==> src/rtl/rx_ring_pkg.sv <==
package rx_ring_pkg;
  typedef logic [7:0] byte_t;

  localparam int HDR_STD = 3;
  localparam int HDR_EXT = 5;
  localparam int DLC_MAX = 8;

  // message length from frame-info byte: bit 7 selects long header, bits 3:0 = DLC
  function automatic logic [3:0] msg_len(input byte_t info);
    logic [3:0] dlc;
    dlc = info[3:0];
    if (dlc > 4'(DLC_MAX)) dlc = 4'(DLC_MAX);
    return (info[7] ? 4'(HDR_EXT) : 4'(HDR_STD)) + dlc;
  endfunction
endpackage

==> src/rtl/rx_ring_ram.sv <==
module rx_ring_ram
  import rx_ring_pkg::*;
#(
  parameter int AW  = 6,
  parameter int NRD = 3
) (
  input  logic                    clk_i,
  input  logic                    we_i,
  input  logic [AW-1:0]           waddr_i,
  input  byte_t                   wdata_i,
  input  logic [NRD-1:0][AW-1:0]  raddr_i,
  output byte_t [NRD-1:0]         rdata_o
);
  localparam int DEPTH = 1 << AW;

  byte_t mem_q [DEPTH];

  always_ff @(posedge clk_i) begin
    if (we_i) mem_q[waddr_i] <= wdata_i;
  end

  for (genvar g = 0; g < NRD; g++) begin : g_rd
    assign rdata_o[g] = mem_q[raddr_i[g]];
  end
endmodule

==> src/rtl/rx_ring_ptrs.sv <==
module rx_ring_ptrs
  import rx_ring_pkg::*;
#(
  parameter int AW = 6,
  parameter int CW = 5
) (
  input  logic          clk_i,
  input  logic          rst_ni,
  input  logic          mode_rst_i,
  input  logic          store_i,
  input  logic          rel_i,
  input  logic          ptr_we_i,
  input  logic [AW-1:0] ptr_wdata_i,
  input  byte_t         rd_info_i,
  input  byte_t         wr_info_i,
  output logic [AW-1:0] ptr_o,
  output logic [AW-1:0] wr_ptr_o,
  output logic [CW-1:0] cnt_o
);
  logic [AW-1:0] ptr_q, ptr_d, wr_q, wr_d;
  logic [CW-1:0] cnt_q, cnt_d;
  logic          rel_ok, st_ok;

  always_comb begin
    rel_ok = !mode_rst_i && rel_i && (cnt_q != '0);
    st_ok  = !mode_rst_i && store_i;

    ptr_d = ptr_q;
    if (rel_ok) ptr_d = ptr_q + AW'(msg_len(rd_info_i));
    if (mode_rst_i && ptr_we_i) ptr_d = ptr_wdata_i;

    // queue flushed in reset mode: write position follows the pointer
    if (mode_rst_i)  wr_d = ptr_d;
    else if (st_ok)  wr_d = wr_q + AW'(msg_len(wr_info_i));
    else             wr_d = wr_q;

    cnt_d = cnt_q;
    if (mode_rst_i)             cnt_d = '0;
    else if (st_ok && !rel_ok)  cnt_d = cnt_q + CW'(1);
    else if (!st_ok && rel_ok)  cnt_d = cnt_q - CW'(1);
  end

  always_ff @(posedge clk_i or negedge rst_ni) begin
    if (!rst_ni) begin
      ptr_q <= '0;
      wr_q  <= '0;
      cnt_q <= '0;
    end else begin
      ptr_q <= ptr_d;
      wr_q  <= wr_d;
      cnt_q <= cnt_d;
    end
  end

  assign ptr_o    = ptr_q;
  assign wr_ptr_o = wr_q;
  assign cnt_o    = cnt_q;
endmodule

==> src/rtl/rx_ring_rdmux.sv <==
module rx_ring_rdmux
  import rx_ring_pkg::*;
#(
  parameter int AW       = 6,
  parameter int CW       = 5,
  parameter int CA_W     = 7,
  parameter int WIN_LEN  = 13,
  parameter int CNT_OFS  = 13,
  parameter int PTR_OFS  = 14,
  parameter int RAM_BASE = 32
) (
  input  logic [CA_W-1:0] cpu_addr_i,
  input  logic [AW-1:0]   ptr_i,
  input  logic [CW-1:0]   cnt_i,
  input  byte_t           ram_rdata_i,
  output logic [AW-1:0]   ram_addr_o,
  output logic            in_ram_o,
  output byte_t           rdata_o
);
  localparam int DEPTH = 1 << AW;

  logic in_win;

  always_comb begin
    in_win   = cpu_addr_i < CA_W'(WIN_LEN);
    in_ram_o = (cpu_addr_i >= CA_W'(RAM_BASE)) && (cpu_addr_i < CA_W'(RAM_BASE + DEPTH));

    ram_addr_o = ptr_i + AW'(cpu_addr_i);
    if (in_ram_o) ram_addr_o = AW'(cpu_addr_i - CA_W'(RAM_BASE));

    if (in_win || in_ram_o)                rdata_o = ram_rdata_i;
    else if (cpu_addr_i == CA_W'(CNT_OFS)) rdata_o = byte_t'(cnt_i);
    else if (cpu_addr_i == CA_W'(PTR_OFS)) rdata_o = byte_t'(ptr_i);
    else                                   rdata_o = '0;
  end
endmodule

==> src/rtl/rx_ring_ctrl.sv <==
module rx_ring_ctrl
  import rx_ring_pkg::*;
#(
  parameter int AW       = 6,
  parameter int CW       = 5,
  parameter int OFF_W    = 4,
  parameter int CA_W     = 7,
  parameter int WIN_LEN  = 13,
  parameter int CNT_OFS  = 13,
  parameter int PTR_OFS  = 14,
  parameter int RAM_BASE = 32
) (
  input  logic            clk_i,
  input  logic            rst_ni,
  input  logic            reset_mode_i,
  input  logic            rx_wr_i,
  input  logic [OFF_W-1:0] rx_off_i,
  input  logic [7:0]      rx_data_i,
  input  logic            rx_store_i,
  input  logic            rel_i,
  input  logic            cpu_we_i,
  input  logic [CA_W-1:0] cpu_addr_i,
  input  logic [7:0]      cpu_wdata_i,
  output logic [7:0]      cpu_rdata_o
);
  localparam int NRD = 3;

  logic [AW-1:0]          ptr_w, wr_ptr_w, cpu_ram_addr;
  logic [CW-1:0]          cnt_w;
  logic                   cpu_in_ram;
  logic [NRD-1:0][AW-1:0] rd_addr;
  byte_t [NRD-1:0]        rd_data;
  logic                   ram_we;
  logic [AW-1:0]          ram_waddr;
  byte_t                  ram_wdata;
  logic                   ptr_we;

  assign rd_addr = {wr_ptr_w, ptr_w, cpu_ram_addr};

  // ring is written by the CPU in reset mode, by the receiver otherwise
  always_comb begin
    if (reset_mode_i) begin
      ram_we    = cpu_we_i && cpu_in_ram;
      ram_waddr = cpu_ram_addr;
      ram_wdata = cpu_wdata_i;
    end else begin
      ram_we    = rx_wr_i;
      ram_waddr = wr_ptr_w + AW'(rx_off_i);
      ram_wdata = rx_data_i;
    end
  end

  assign ptr_we = cpu_we_i && (cpu_addr_i == CA_W'(PTR_OFS));

  rx_ring_ram #(.AW(AW), .NRD(NRD)) u_ram (
    .clk_i   (clk_i),
    .we_i    (ram_we),
    .waddr_i (ram_waddr),
    .wdata_i (ram_wdata),
    .raddr_i (rd_addr),
    .rdata_o (rd_data)
  );

  rx_ring_ptrs #(.AW(AW), .CW(CW)) u_ptrs (
    .clk_i       (clk_i),
    .rst_ni      (rst_ni),
    .mode_rst_i  (reset_mode_i),
    .store_i     (rx_store_i),
    .rel_i       (rel_i),
    .ptr_we_i    (ptr_we),
    .ptr_wdata_i (cpu_wdata_i[AW-1:0]),
    .rd_info_i   (rd_data[1]),
    .wr_info_i   (rd_data[2]),
    .ptr_o       (ptr_w),
    .wr_ptr_o    (wr_ptr_w),
    .cnt_o       (cnt_w)
  );

  rx_ring_rdmux #(
    .AW(AW), .CW(CW), .CA_W(CA_W), .WIN_LEN(WIN_LEN),
    .CNT_OFS(CNT_OFS), .PTR_OFS(PTR_OFS), .RAM_BASE(RAM_BASE)
  ) u_rdmux (
    .cpu_addr_i  (cpu_addr_i),
    .ptr_i       (ptr_w),
    .cnt_i       (cnt_w),
    .ram_rdata_i (rd_data[0]),
    .ram_addr_o  (cpu_ram_addr),
    .in_ram_o    (cpu_in_ram),
    .rdata_o     (cpu_rdata_o)
  );
endmodule

==> config.mk <==
export PLATFORM = sky130hd
export DESIGN_NAME = rx_ring_ctrl
export DESIGN_NICKNAME = d
export VERILOG_FILES = /design/src/rtl/rx_ring_pkg.sv /design/src/rtl/rx_ring_ram.sv /design/src/rtl/rx_ring_ptrs.sv /design/src/rtl/rx_ring_rdmux.sv /design/src/rtl/rx_ring_ctrl.sv
export SDC_FILE = /design/constraint.sdc
export NUM_CORES = 1
export LEC_CHECK = 0
export ABC_CLOCK_PERIOD_IN_PS = 5700
export BUFFER_PORTS_ARGS = -buffer_cell sky130_fd_sc_hd__buf_2
export CORE_ASPECT_RATIO = 1.75
export CORE_UTILIZATION = 45
export DETAILED_ROUTE_END_ITERATION = 8
export HOLD_SLACK_MARGIN = 0.02
export PLACE_DENSITY = 0.58
export SLEW_MARGIN = 30
export SYNTH_ARGS = -nofsm -noshare
export SYNTH_HDL_FRONTEND = slang
export SYNTH_HIERARCHICAL = 1
export SYNTH_SLANG_ARGS = --single-unit
==> constraint.sdc <==
create_clock -name clk_i -period 5.7 [get_ports clk_i]
set_input_delay 1.14 -clock clk_i [delete_from_list [all_inputs] [get_ports clk_i]]
set_output_delay 1.14 -clock clk_i [all_outputs]
set_load 0.005 [all_outputs]
==> run_results.csv <==
group,metric,value,unit
outcome,outcome,"complete, no violations",
worst_setup_path,ff2ff_setup_slack,0.57,ns
timing,finalClockSkew,0.01948,ns
worst_setup_path,required,4.56,ns
timing,finalHoldViolCount,0,
floorplan,pin_count,42,
floorplan,coreArea,0.06126,sq mm
cts,clock_latency,0.61,ns
global_route,antenna_found_initial,0,
timing,fin_crit,5.635,ns
floorplan,dieArea,0.06315,sq mm
detailed_routing,wl_per_cell,35.64,microns
detailed_routing,drt_first_iter_violations,1757,
global_route,grt_max_degree,65,
floorplan,initial_core_util,45.62,%
yosys,syn_nets,1690,
worst_setup_path,cpPeakStageDelay,0.55,ns
detailed_routing,drcViolationCount,0,
global_route,grt_overflow,0,
pwr,pwr-share-seq,28.5,%
pwr,finalPower,0.01696,W
place,hpwl,65730,microns
cts,cts.htree.levels,2,
cells_and_area,drive_above_1_share,37.26,%
worst_setup_path,rr_worst_depth,19,
cells_and_area,mostFrequentLayoutCell,"edfxtp_1",
detailed_routing,dr.pass1.iters,5,
worst_setup_path,rr_endpoint,"u_ptrs/ptr_o[5]$_DFF_PN0_",
cts,cts_root_buf,"clkbuf_16",
run,cap_viol_max_count,0,
timing,fin_ws,0.06507,ns
timing,rsz0062_at_grt,"yes",
detailed_routing,drt-total-wl,92200,microns
worst_setup_path,start_kind,"input pin",
pwr,internal-power,0.01015,W
pwr,clockPowerShare,19.8,%
worst_setup_path,cp.arrival,4.49,ns
cells_and_area,mostFrequentLayoutCells,"edfxtp_1, mux4_2, buf_4",
place,port_buffers,41,
pwr,switching_power,0.006811,W
yosys,avgSynthCellArea,17.21,sq um
cts,clock_path_buffers,3,
min_path,hold_class,"input pin to asynchronous set/reset pin",
cts,cts_tree,"built",
timing,max_clock_freq,177.5,MHz
yosys,yosys_warnings,6,
floorplan,chipWidth,190.4,microns
worst_setup_path,r2r_start,"u_ptrs/ptr_o[0]$_DFF_PN0_",
cts,clk_pin_slew_worst_paths,0.07,ns
yosys,netlist_area,0.02795,sq mm
pwr,p_per_area,536.8,mW/mm^2
yosys,syn_inst,1624,
floorplan,fp.dieH,331.7,microns
floorplan,rows,120,
worst_setup_path,path_max_fanout,20,
place,pre_cts_ws,-0.1591,ns
detailed_routing,avgViaCountPerCell,6.675,
worst_setup_path,end_kind,"primary output",
timing,worstMarginPinSlew,1.109,ns
global_route,grt_pass1_wl,129400,microns
pwr,p_leak,10.45,nW
pwr,max-vdd-ir-drop,458.9,uV
cells_and_area,final_nets,1821,
cts,cts_made_buffers,48,
worst_setup_path,path_class,"input pin to primary output",
cts,cts.sinks,529,
timing,final.period_utilization,98.86,%
timing,max_slew_margin,25.43,%
global_route,track_usage,29.48,%
place,gp_congestion,1.019,
detailed_routing,ant_nets,0,
cells_and_area,num-fill-cells,4907,
timing,setup_viol,0,
worst_setup_path,cp_cell_sequence,"buf_2 -> xnor2_1 -> inv_2 -> nand2_1 -> nand2_4 -> buf_12 -> buf_4 -> mux4_2 -> mux2i_1 -> a21oi_1 -> a21o_1 -> a21o_1 -> buf_2",
worst_setup_path,crit_slowest_cell,"mux4_2",
pwr,comb_power_share,51.7,%
pwr,switching_share,40.15,%
cells_and_area,area_growth,13.09,%
detailed_routing,vias,17270,
timing,slew_viol_final,0,
global_route,grt_pass1_vias,17800,
-- what timing repair did --
action                     CTS  global route
buffers inserted             1             0
hold buffers                 0             0
setup endpoints to repair    6             7
gates resized for setup      3             9
-- per-stage QoR --
| step | std cells | setup TNS [ns] | util, % | cell area [sq um] | hold slack [ns] |
|---|---|---|---|---|---|
| after floorplan | 1624 | 0 | - | 27950 | 0.5385 |
| after global placement | 2495 | -0.2683 | 48.81 | 29900 | 0.6081 |
| after detailed placement | 2497 | -0.2619 | 48.86 | 29930 | 0.6184 |
| after CTS | 2586 | 0 | 51.51 | 31550 | 0.4638 |
| after global routing | 2586 | -0.08086 | 51.59 | 31600 | 0.4815 |
| final | 2587 | 0 | 51.59 | 31610 | 0.4639 |
-- power by group through the flow --
stage          Clock [W]  Sequential (W)  Combinational [W]
2_1_floorplan          0         0.00465            0.00574
3_3_place_gp           0         0.00495            0.00842
3_5_place_dp           0         0.00496            0.00851
4_1_cts          0.00340         0.00483            0.00860
5_1_grt          0.00352         0.00485            0.00910
6_report         0.00336         0.00484            0.00877
-- worst max-delay path by stage --
stage                              start                        end  slack, ns  depth (start not counted)
6_report                   cpu_addr_i[5]             cpu_rdata_o[2]       0.07                         13
5_1_grt                    cpu_addr_i[0]             cpu_rdata_o[3]      -0.04                         17
4_1_cts                    cpu_addr_i[0]             cpu_rdata_o[3]       0.03                         17
3_5_place_dp               cpu_addr_i[0]             cpu_rdata_o[2]      -0.16                         17
3_3_place_gp   u_ptrs/ptr_o[0]$_DFF_PN0_  u_ptrs/ptr_o[3]$_DFF_PN0_       -0.1                         14
2_1_floorplan              cpu_addr_i[0]             cpu_rdata_o[5]       0.61                         13
-- metal layers --
metal / routed length [microns] / GRT usage, %
met4: 8498 / 22.33
met1: 30540 / 32.58
met2: 47290 / 50.85
met3: 5863 / 4.205
met5: 0 / 0
-- registers in the layout (all words and copies together), names as in the netlist --
| register | count |
|---|---|
| u_ptrs/wr_ptr_o | 6 |
| u_ptrs/ptr_o | 6 |
| u_ram/mem_q | 512 |
| u_ptrs/cnt_o | 5 |
-- worst max-delay path, delay by kind of cell --
kind            cells  cell delay (ns)
xor+xnor            1             0.19
mux                 2             1.08
simple gates        2             0.31
buf+inv             5             1.07
compound gates      3             0.65
-- cell type report --
type	instances	area (sq um)	area share, %
inverter	22	82.58	0.2613
multi-input combinational	927	11290	35.72
timing repair buffer	227	1824	5.772
tap	793	992.2	3.139
clock buffer	58	1249	3.951
sequential	529	15820	50.05
antenna	1	2.502	0.007918
clock inverter	30	346.6	1.097
Note: power is estimated with default switching activity, not from simulation.
